[config.mk]
export PLATFORM = sky130hd
export DESIGN_NAME = irq_prio_arbiter
export DESIGN_NICKNAME = d
export VERILOG_FILES = /design/src/rtl/irqarb_pkg.sv /design/src/rtl/irqarb_slot.sv /design/src/rtl/irqarb_tree.sv /design/src/rtl/irqarb_cpu_port.sv /design/src/rtl/irq_prio_arbiter.sv
export SDC_FILE = /design/constraint.sdc
export NUM_CORES = 2
export LEC_CHECK = 0
export CORE_ASPECT_RATIO = 1.4
export CORE_MARGIN = 5
export CORE_UTILIZATION = 40
export DETAILED_ROUTE_END_ITERATION = 10
export GPL_ROUTABILITY_DRIVEN = 0
export MAX_ROUTING_LAYER = met4
export PLACE_DENSITY_LB_ADDON = 0.08
export RECOVER_POWER = 25
export SYNTH_ARGS = -nofsm -noshare
export SYNTH_HDL_FRONTEND = slang
export SYNTH_SLANG_ARGS = --single-unit
[constraint.sdc]
create_clock -name clk -period 17.17 [get_ports clk]
set_input_delay 2.5755 -clock clk [delete_from_list [all_inputs] [get_ports clk]]
set_output_delay 2.5755 -clock clk [all_outputs]
set_load 0.03 [all_outputs]
[src/rtl/irqarb_pkg.sv]
package irqarb_pkg;
   localparam int ID_W     = 10;
   localparam int PRIO_W   = 8;
   localparam int RUN_W    = PRIO_W + 1;
   localparam int EXT_BASE = 32;
   localparam int FIXED_EN = 16;
   localparam logic [ID_W-1:0] NO_ID = 10'd1023;

   typedef enum logic [2:0] {
      OP_NONE     = 3'd0,
      OP_SET_EN   = 3'd1,
      OP_CLR_EN   = 3'd2,
      OP_SET_PEND = 3'd3,
      OP_CLR_PEND = 3'd4,
      OP_CFG      = 3'd5
   } op_e;
endpackage

[src/rtl/irqarb_slot.sv]
module irqarb_slot
   import irqarb_pkg::*;
#(
   parameter int N_CPU   = 2,
   parameter int SLOT_ID = 0
) (
   input  logic              clk,
   input  logic              rst_n,
   input  logic              line_in,
   input  logic              cmd_valid,
   input  logic [2:0]        cmd_op,
   input  logic [ID_W-1:0]   cmd_id,
   input  logic              cmd_edge,
   input  logic [N_CPU-1:0]  cmd_target,
   input  logic [PRIO_W-1:0] cmd_prio,
   output logic              en_o,
   output logic [N_CPU-1:0]  pend_o,
   output logic [PRIO_W-1:0] prio_o
);
   localparam bit HAS_LINE   = (SLOT_ID >= EXT_BASE);
   localparam bit FORCE_EDGE = (SLOT_ID <  EXT_BASE);
   localparam bit LOCKED_EN  = (SLOT_ID <  FIXED_EN);
   localparam logic [ID_W-1:0] MY_ID = ID_W'(SLOT_ID);

   op_e               op;
   logic              hit;
   logic              en_q, en_n;
   logic              edge_q;
   logic              lvl_q;
   logic              rise;
   logic [N_CPU-1:0]  pend_q, pend_n;
   logic [N_CPU-1:0]  tgt_q;
   logic [PRIO_W-1:0] prio_q;

   assign op  = op_e'(cmd_op);
   assign hit = cmd_valid && (cmd_id == MY_ID);

   generate
      if (HAS_LINE) begin : g_line
         always_ff @(posedge clk or negedge rst_n) begin
            if (!rst_n) lvl_q <= 1'b0;
            else        lvl_q <= line_in;
         end
         assign rise = line_in & ~lvl_q;
      end else begin : g_noline
         logic unused_line;
         assign unused_line = line_in;
         assign lvl_q = 1'b0;
         assign rise  = 1'b0;
      end
   endgenerate

   always_comb begin
      en_n = en_q;
      if (hit && op == OP_SET_EN) en_n = 1'b1;
      if (hit && op == OP_CLR_EN && !LOCKED_EN) en_n = 1'b0;

      pend_n = pend_q;
      if (hit && op == OP_CLR_PEND) pend_n = '0;
      if (hit && op == OP_SET_PEND) pend_n = pend_n | tgt_q;
      if (hit && op == OP_SET_EN && !edge_q && lvl_q) pend_n = pend_n | tgt_q;
      if (rise && (edge_q || en_n)) pend_n = pend_n | tgt_q;
   end

   always_ff @(posedge clk or negedge rst_n) begin
      if (!rst_n) begin
         en_q   <= LOCKED_EN;
         edge_q <= FORCE_EDGE;
         pend_q <= '0;
         tgt_q  <= '0;
         prio_q <= '0;
      end else begin
         en_q   <= en_n;
         pend_q <= pend_n;
         if (hit && op == OP_CFG) begin
            edge_q <= FORCE_EDGE ? 1'b1 : cmd_edge;
            tgt_q  <= cmd_target;
            prio_q <= cmd_prio;
         end
      end
   end

   assign en_o   = en_q;
   assign pend_o = pend_q;
   assign prio_o = prio_q;
endmodule

[src/rtl/irqarb_tree.sv]
module irqarb_tree
   import irqarb_pkg::*;
#(
   parameter int N_IRQ = 64
) (
   input  logic [N_IRQ-1:0]        elig,
   input  logic [N_IRQ*PRIO_W-1:0] prio_flat,
   output logic                    best_v,
   output logic [PRIO_W-1:0]       best_p,
   output logic [ID_W-1:0]         best_id
);
   localparam int LEAVES = 1 << $clog2(N_IRQ);
   localparam int NODES  = 2 * LEAVES;

   logic              nv  [NODES];
   logic [PRIO_W-1:0] np  [NODES];
   logic [ID_W-1:0]   nid [NODES];

   assign nv[0]  = 1'b0;
   assign np[0]  = '0;
   assign nid[0] = NO_ID;

   generate
      for (genvar l = 0; l < LEAVES; l++) begin : g_leaf
         if (l < N_IRQ) begin : g_real
            assign nv[LEAVES+l]  = elig[l];
            assign np[LEAVES+l]  = prio_flat[l*PRIO_W +: PRIO_W];
            assign nid[LEAVES+l] = ID_W'(l);
         end else begin : g_pad
            assign nv[LEAVES+l]  = 1'b0;
            assign np[LEAVES+l]  = '1;
            assign nid[LEAVES+l] = NO_ID;
         end
      end
      for (genvar n = 1; n < LEAVES; n++) begin : g_node
         logic take_l;
         assign take_l = nv[2*n] && (!nv[2*n+1] || (np[2*n] <= np[2*n+1]));
         assign nv[n]  = nv[2*n] | nv[2*n+1];
         assign np[n]  = take_l ? np[2*n]  : np[2*n+1];
         assign nid[n] = take_l ? nid[2*n] : nid[2*n+1];
      end
   endgenerate

   assign best_v  = nv[1];
   assign best_p  = np[1];
   assign best_id = nid[1];
endmodule

[src/rtl/irqarb_cpu_port.sv]
module irqarb_cpu_port
   import irqarb_pkg::*;
(
   input  logic              clk,
   input  logic              rst_n,
   input  logic              glob_en,
   input  logic              if_en,
   input  logic [PRIO_W-1:0] mask,
   input  logic [RUN_W-1:0]  run_prio,
   input  logic              best_v,
   input  logic [PRIO_W-1:0] best_p,
   input  logic [ID_W-1:0]   best_id,
   output logic              irq_o,
   output logic [ID_W-1:0]   id_o
);
   logic show;
   logic urgent;

   assign show   = glob_en && if_en && best_v && (best_p <= mask);
   assign urgent = ({1'b0, best_p} < run_prio);

   always_ff @(posedge clk or negedge rst_n) begin
      if (!rst_n) begin
         irq_o <= 1'b0;
         id_o  <= NO_ID;
      end else begin
         irq_o <= show && urgent;
         id_o  <= show ? best_id : NO_ID;
      end
   end
endmodule

[src/rtl/irq_prio_arbiter.sv]
module irq_prio_arbiter
   import irqarb_pkg::*;
#(
   parameter int N_IRQ = 64,
   parameter int N_CPU = 2
) (
   input  logic                      clk,
   input  logic                      rst_n,
   input  logic [N_IRQ-EXT_BASE-1:0] ext_irq,
   input  logic                      dist_en,
   input  logic [N_CPU-1:0]          cpu_if_en,
   input  logic [N_CPU*PRIO_W-1:0]   prio_mask,
   input  logic [N_CPU*RUN_W-1:0]    run_prio,
   input  logic                      cmd_valid,
   input  logic [2:0]                cmd_op,
   input  logic [ID_W-1:0]           cmd_id,
   input  logic                      cmd_edge,
   input  logic [N_CPU-1:0]          cmd_target,
   input  logic [PRIO_W-1:0]         cmd_prio,
   output logic [N_CPU-1:0]          cpu_irq,
   output logic [N_CPU*ID_W-1:0]     cpu_pend_id
);
   localparam int N_EXT = N_IRQ - EXT_BASE;

   generate
      if (N_IRQ <= EXT_BASE || N_IRQ > 1020) begin : g_bad_nirq
         $error("N_IRQ must lie in 33..1020");
      end
      if (N_CPU < 1 || N_CPU > 8) begin : g_bad_ncpu
         $error("N_CPU must lie in 1..8");
      end
   endgenerate

   logic [N_IRQ-1:0]        en_vec;
   logic [N_IRQ*N_CPU-1:0]  pend_flat;
   logic [N_IRQ*PRIO_W-1:0] prio_flat;

   generate
      for (genvar i = 0; i < N_IRQ; i++) begin : g_slot
         logic line;
         if (i >= EXT_BASE) begin : g_ext
            assign line = ext_irq[i-EXT_BASE];
         end else begin : g_int
            assign line = 1'b0;
         end
         irqarb_slot #(.N_CPU(N_CPU), .SLOT_ID(i)) u_slot (
            .clk        (clk),
            .rst_n      (rst_n),
            .line_in    (line),
            .cmd_valid  (cmd_valid),
            .cmd_op     (cmd_op),
            .cmd_id     (cmd_id),
            .cmd_edge   (cmd_edge),
            .cmd_target (cmd_target),
            .cmd_prio   (cmd_prio),
            .en_o       (en_vec[i]),
            .pend_o     (pend_flat[i*N_CPU +: N_CPU]),
            .prio_o     (prio_flat[i*PRIO_W +: PRIO_W])
         );
      end

      for (genvar c = 0; c < N_CPU; c++) begin : g_cpu
         logic [N_IRQ-1:0]  elig;
         logic              best_v;
         logic [PRIO_W-1:0] best_p;
         logic [ID_W-1:0]   best_id;

         always_comb begin
            for (int i = 0; i < N_IRQ; i++) begin
               elig[i] = en_vec[i] & pend_flat[i*N_CPU + c];
            end
         end

         irqarb_tree #(.N_IRQ(N_IRQ)) u_tree (
            .elig      (elig),
            .prio_flat (prio_flat),
            .best_v    (best_v),
            .best_p    (best_p),
            .best_id   (best_id)
         );

         irqarb_cpu_port u_port (
            .clk      (clk),
            .rst_n    (rst_n),
            .glob_en  (dist_en),
            .if_en    (cpu_if_en[c]),
            .mask     (prio_mask[c*PRIO_W +: PRIO_W]),
            .run_prio (run_prio[c*RUN_W +: RUN_W]),
            .best_v   (best_v),
            .best_p   (best_p),
            .best_id  (best_id),
            .irq_o    (cpu_irq[c]),
            .id_o     (cpu_pend_id[c*ID_W +: ID_W])
         );
      end
   endgenerate

   logic unused_width;
   assign unused_width = (N_EXT > 0);
endmodule

==> impl_metrics.py <==
metrics = {
    "synthesis": {
        "syn_inst": 7696,
        "yosys_register_bits": 896,
        "seq_area_frac_synth_pct": 32.2,
        "synth_edf_count": 0,
        "ys_top_cells_by_area": "dfrtp_1 (32%), ha_1 (14%), mux2_2 (9.8%), mux2i_1 (6.8%), nand2_1 (3.8%)",
        "ys.flop_type": "dfrtp_1",
        "syn_area_per_cell_um2": 9.04,
        "post-synth-top-count-cell": "dfrtp_1",
        "yosys.area.top_type": "dfrtp_1",
        "synth.top_cell.area_share_pct": 31.7,
        "netlist_top_cells_count": "dfrtp_1 (882), ha_1 (760), nand2_1 (697)",
        "ys_types": 102,
        "syn-cell-area_um2": 69600,
        "synth.net_count": 8552,
        "synthArstFlopShare_pct": 100,
        "ys_warn_count": 0,
    },
    "timing": {
        "final-setup-viol-count": 0,
        "setup_tns_ns": 0,
        "slew_violations": 473,
        "slew_headroom_pct": -408,
        "grt_setup_unrepaired": "false",
        "fmax_mhz": 61.1,
        "hold_viol": 0,
        "fin_crit_ns": 16.36,
        "finalCritPeriodShare_pct": 95.3,
        "finalClockSkew_ns": 0.0264,
        "whs_ns": 0.476,
        "worst_pin_slew_ns": 7.62,
    },
    "setup_path": {
        "crit_arrival_ns": 17.03,
        "crit_slowest_cell": "a311oi_1",
        "critPathRequiredTime_ns": 17.83,
        "slowest_delay_ns": 0.70,
        "crit_path_start_kind": "flip-flop",
        "crit_fanout": 19,
        "critical_path_class": "flip-flop to flip-flop",
        "crit_path_end_kind": "flip-flop",
        "cp_common_cell": "o21ai_0",
        "crit_family": "compound AO/OA/AOI/OAI gates",
        "path_buf_inv": 4,
    },
    "power": {
        "powerDensity_nw_per_um2": 61.8,
        "leakagePower_uw": 0.0379,
        "p_comb_share_pct": 5.2,
        "ir_drop_mv": 0.0821,
        "p_sw_uw": 1180,
        "p_seq_share_pct": 44.8,
        "p_int_uw": 3580,
        "clockPowerShare_pct": 50.0,
        "switching_share_pct": 24.8,
    },
    "global_routing": {
        "grt_pass1_wl_um": 385000,
        "grt_max_degree": 141,
        "grt_use_total_pct": 28.9,
        "antenna_found_initial": 28,
        "overflow": 0,
        "grt_pass1_vias": 59600,
    },
    "placed_design": {
        "dp_cells": 9918,
        "portBuffers": 117,
        "dpl-instance-area_um2": 73400,
        "dpl.hpwl_um": 201000,
    },
    "floorplan": {
        "io_pins": 118,
        "rows": 181,
        "die_y_um": 504,
        "die_w_um": 363,
        "die-area_um2": 183000,
        "core_um2": 173000,
        "start_util_pct": 40.1,
    },
    "cts": {
        "cts_tree": "built",
        "cts_buffers": 102,
        "path_clk_slew_ns": 0.07,
        "cts_htree_levels": 3,
        "cts_setup_buffers": 0,
        "cts_root_buffer": "clkbuf_16",
        "clockBufferDepth": 3,
        "clk_latency_ns": 0.75,
        "postCtsHoldBufs": 0,
        "cts.sinks": 896,
    },
    "finish": {
        "final_area_um2": 77000,
        "syn2layout_area_growth_pct": 10.6,
        "fin_nets": 8591,
        "drive_gt1_share_pct": 12.9,
        "stdcell_count": 10100,
    },
    "status": {
        "status": "complete, but fails checks",
        "violations": "capacitance limit, slew limit",
    },
    "route": {
        "postRouteAntennaNets": 0,
        "drt_wl_total_um": 262000,
        "drtPass1Iterations": 8,
        "drc_errors": 0,
        "vias": 59700,
        "wl_per_cell_um": 25.9,
        "detailedRoute.firstIterationViolations": 4594,
        "vias_per_cell": 5.90,
    },
    "run": {
        "maxCapViolCount": 7,
    },
    "hold_path": {
        "worstHoldPathType": "flip-flop to flip-flop",
    },
}
## path summary, 6_finish.rpt
kind	startpoint	end	slack, ns	cells after the start
min	g_slot[38].u_slot.tgt_q[1]$_DFFE_PN0P_	g_slot[38].u_slot.pend_o[1]$_DFF_PN0_	0.48	1
max	g_slot[28].u_slot.prio_o[7]$_DFFE_PN0P_	g_cpu[0].u_port.id_o[0]$_DFF_PN1_	0.81	71
max reg2reg	g_slot[28].u_slot.prio_o[7]$_DFFE_PN0P_	g_cpu[0].u_port.id_o[0]$_DFF_PN1_	0.81	71
min reg2reg	g_slot[38].u_slot.tgt_q[1]$_DFFE_PN0P_	g_slot[38].u_slot.pend_o[1]$_DFF_PN0_	0.48	1
min in group asynchronous	rst_n	g_slot[5].u_slot.prio_o[0]$_DFFE_PN0P_	3.91	1
max in group asynchronous	rst_n	g_slot[42].u_slot.en_o$_DFF_PN0_	3.76	2
## layer usage
metal	wire [µm]	up-vias	track usage (%)
met2	129000	1773	49.8
met1	104000	29300	33.3
met3	12400	607	2.83
li1	-	27900	-
met4	16900	0	15.5
met5	0	-	-
## cell families (layout without fill, tap and decap cells)
logic type               Yosys count  after routing  share of synthesized area, %
XOR/XNOR                           6              6                        0.0755
flip-flops                       896            896                          32.2
buffers and inverters            972           1096                          5.35
other                              0             11                             0
adder cells (fa/ha/maj)          765            765                          13.7
multiplexers                    1084           1084                          16.7
AND/OR/NAND/NOR                 1982           1982                          13.3
AO/OA/AOI/OAI                   1991           1991                          18.6
## cell usage in the layout (no fill, tap or decap), drive strengths merged, types with 97 or more instances in the layout
| cell | Yosys | layout |
|---|---|---|
| dfrtp | 882 | 882 |
| ha | 760 | 760 |
| nand2 | 699 | 699 |
| inv | 669 | 677 |
| mux2 | 613 | 613 |
| a21oi | 523 | 523 |
| o21ai | 508 | 508 |
| nor2 | 482 | 482 |
| mux2i | 471 | 471 |
| nand3 | 210 | 210 |
| a21o | 163 | 163 |
| clkbuf | 229 | 149 |
| a22o | 133 | 133 |
| nor2b | 130 | 130 |
| buf | 73 | 125 |
| o21a | 109 | 109 |
| nand4 | 97 | 97 |
## timing repair
| item | in CTS | in global routing |
|---|---|---|
| setup endpoints to repair | 0 | 16 |
| hold endpoints to repair | 0 | 0 |
| gates resized for setup | 0 | 6 |
## through the flow
step                setup WS, ns  total power [µW]  util (%)
detailed placement         0.833              2420      42.3
finish                     0.805              4760      44.4
CTS                        0.807              4830      44.4
global route             0.00682              4910      44.4
floorplan                   3.67              2260         -
global placement            1.06              2420      42.3
## state kept, by name, indices dropped and copies added, names as in the netlist
register and cells:
g_slot.u_slot.prio_o 512, g_slot.u_slot.pend_o 128, g_slot.u_slot.tgt_q 128, g_slot.u_slot.en_o 48, g_slot.u_slot.edge_q 32, g_slot.u_slot.lvl_q 32, g_cpu.u_port.id_o 14, g_cpu.u_port.irq_o 2
## power by group through the flow
stage | clock (µW) | combinational (µW) | sequential [µW]
6_report | 2380 | 247 | 2130
3_5_place_dp | 0 | 252 | 2170
5_1_grt | 2510 | 268 | 2130
4_1_cts | 2450 | 253 | 2130
3_3_place_gp | 0 | 250 | 2170
2_1_floorplan | 0 | 93.0 | 2170
## layout make-up
| cell class | count | area, µm² |
|---|---|---|
| Inverter | 670 | 2510 |
| Fill cell | 17100 | 96500 |
| Multi-Input combinational cell | 5828 | 43500 |
| Tap cell | 2287 | 2860 |
| Timing Repair Buffer | 237 | 2010 |
| Clock inverter | 47 | 688 |
| Antenna cell | 11 | 27.5 |
| Clock buffer | 142 | 2900 |
| Sequential cell | 896 | 22400 |
(Power assumes the default switching activity.)
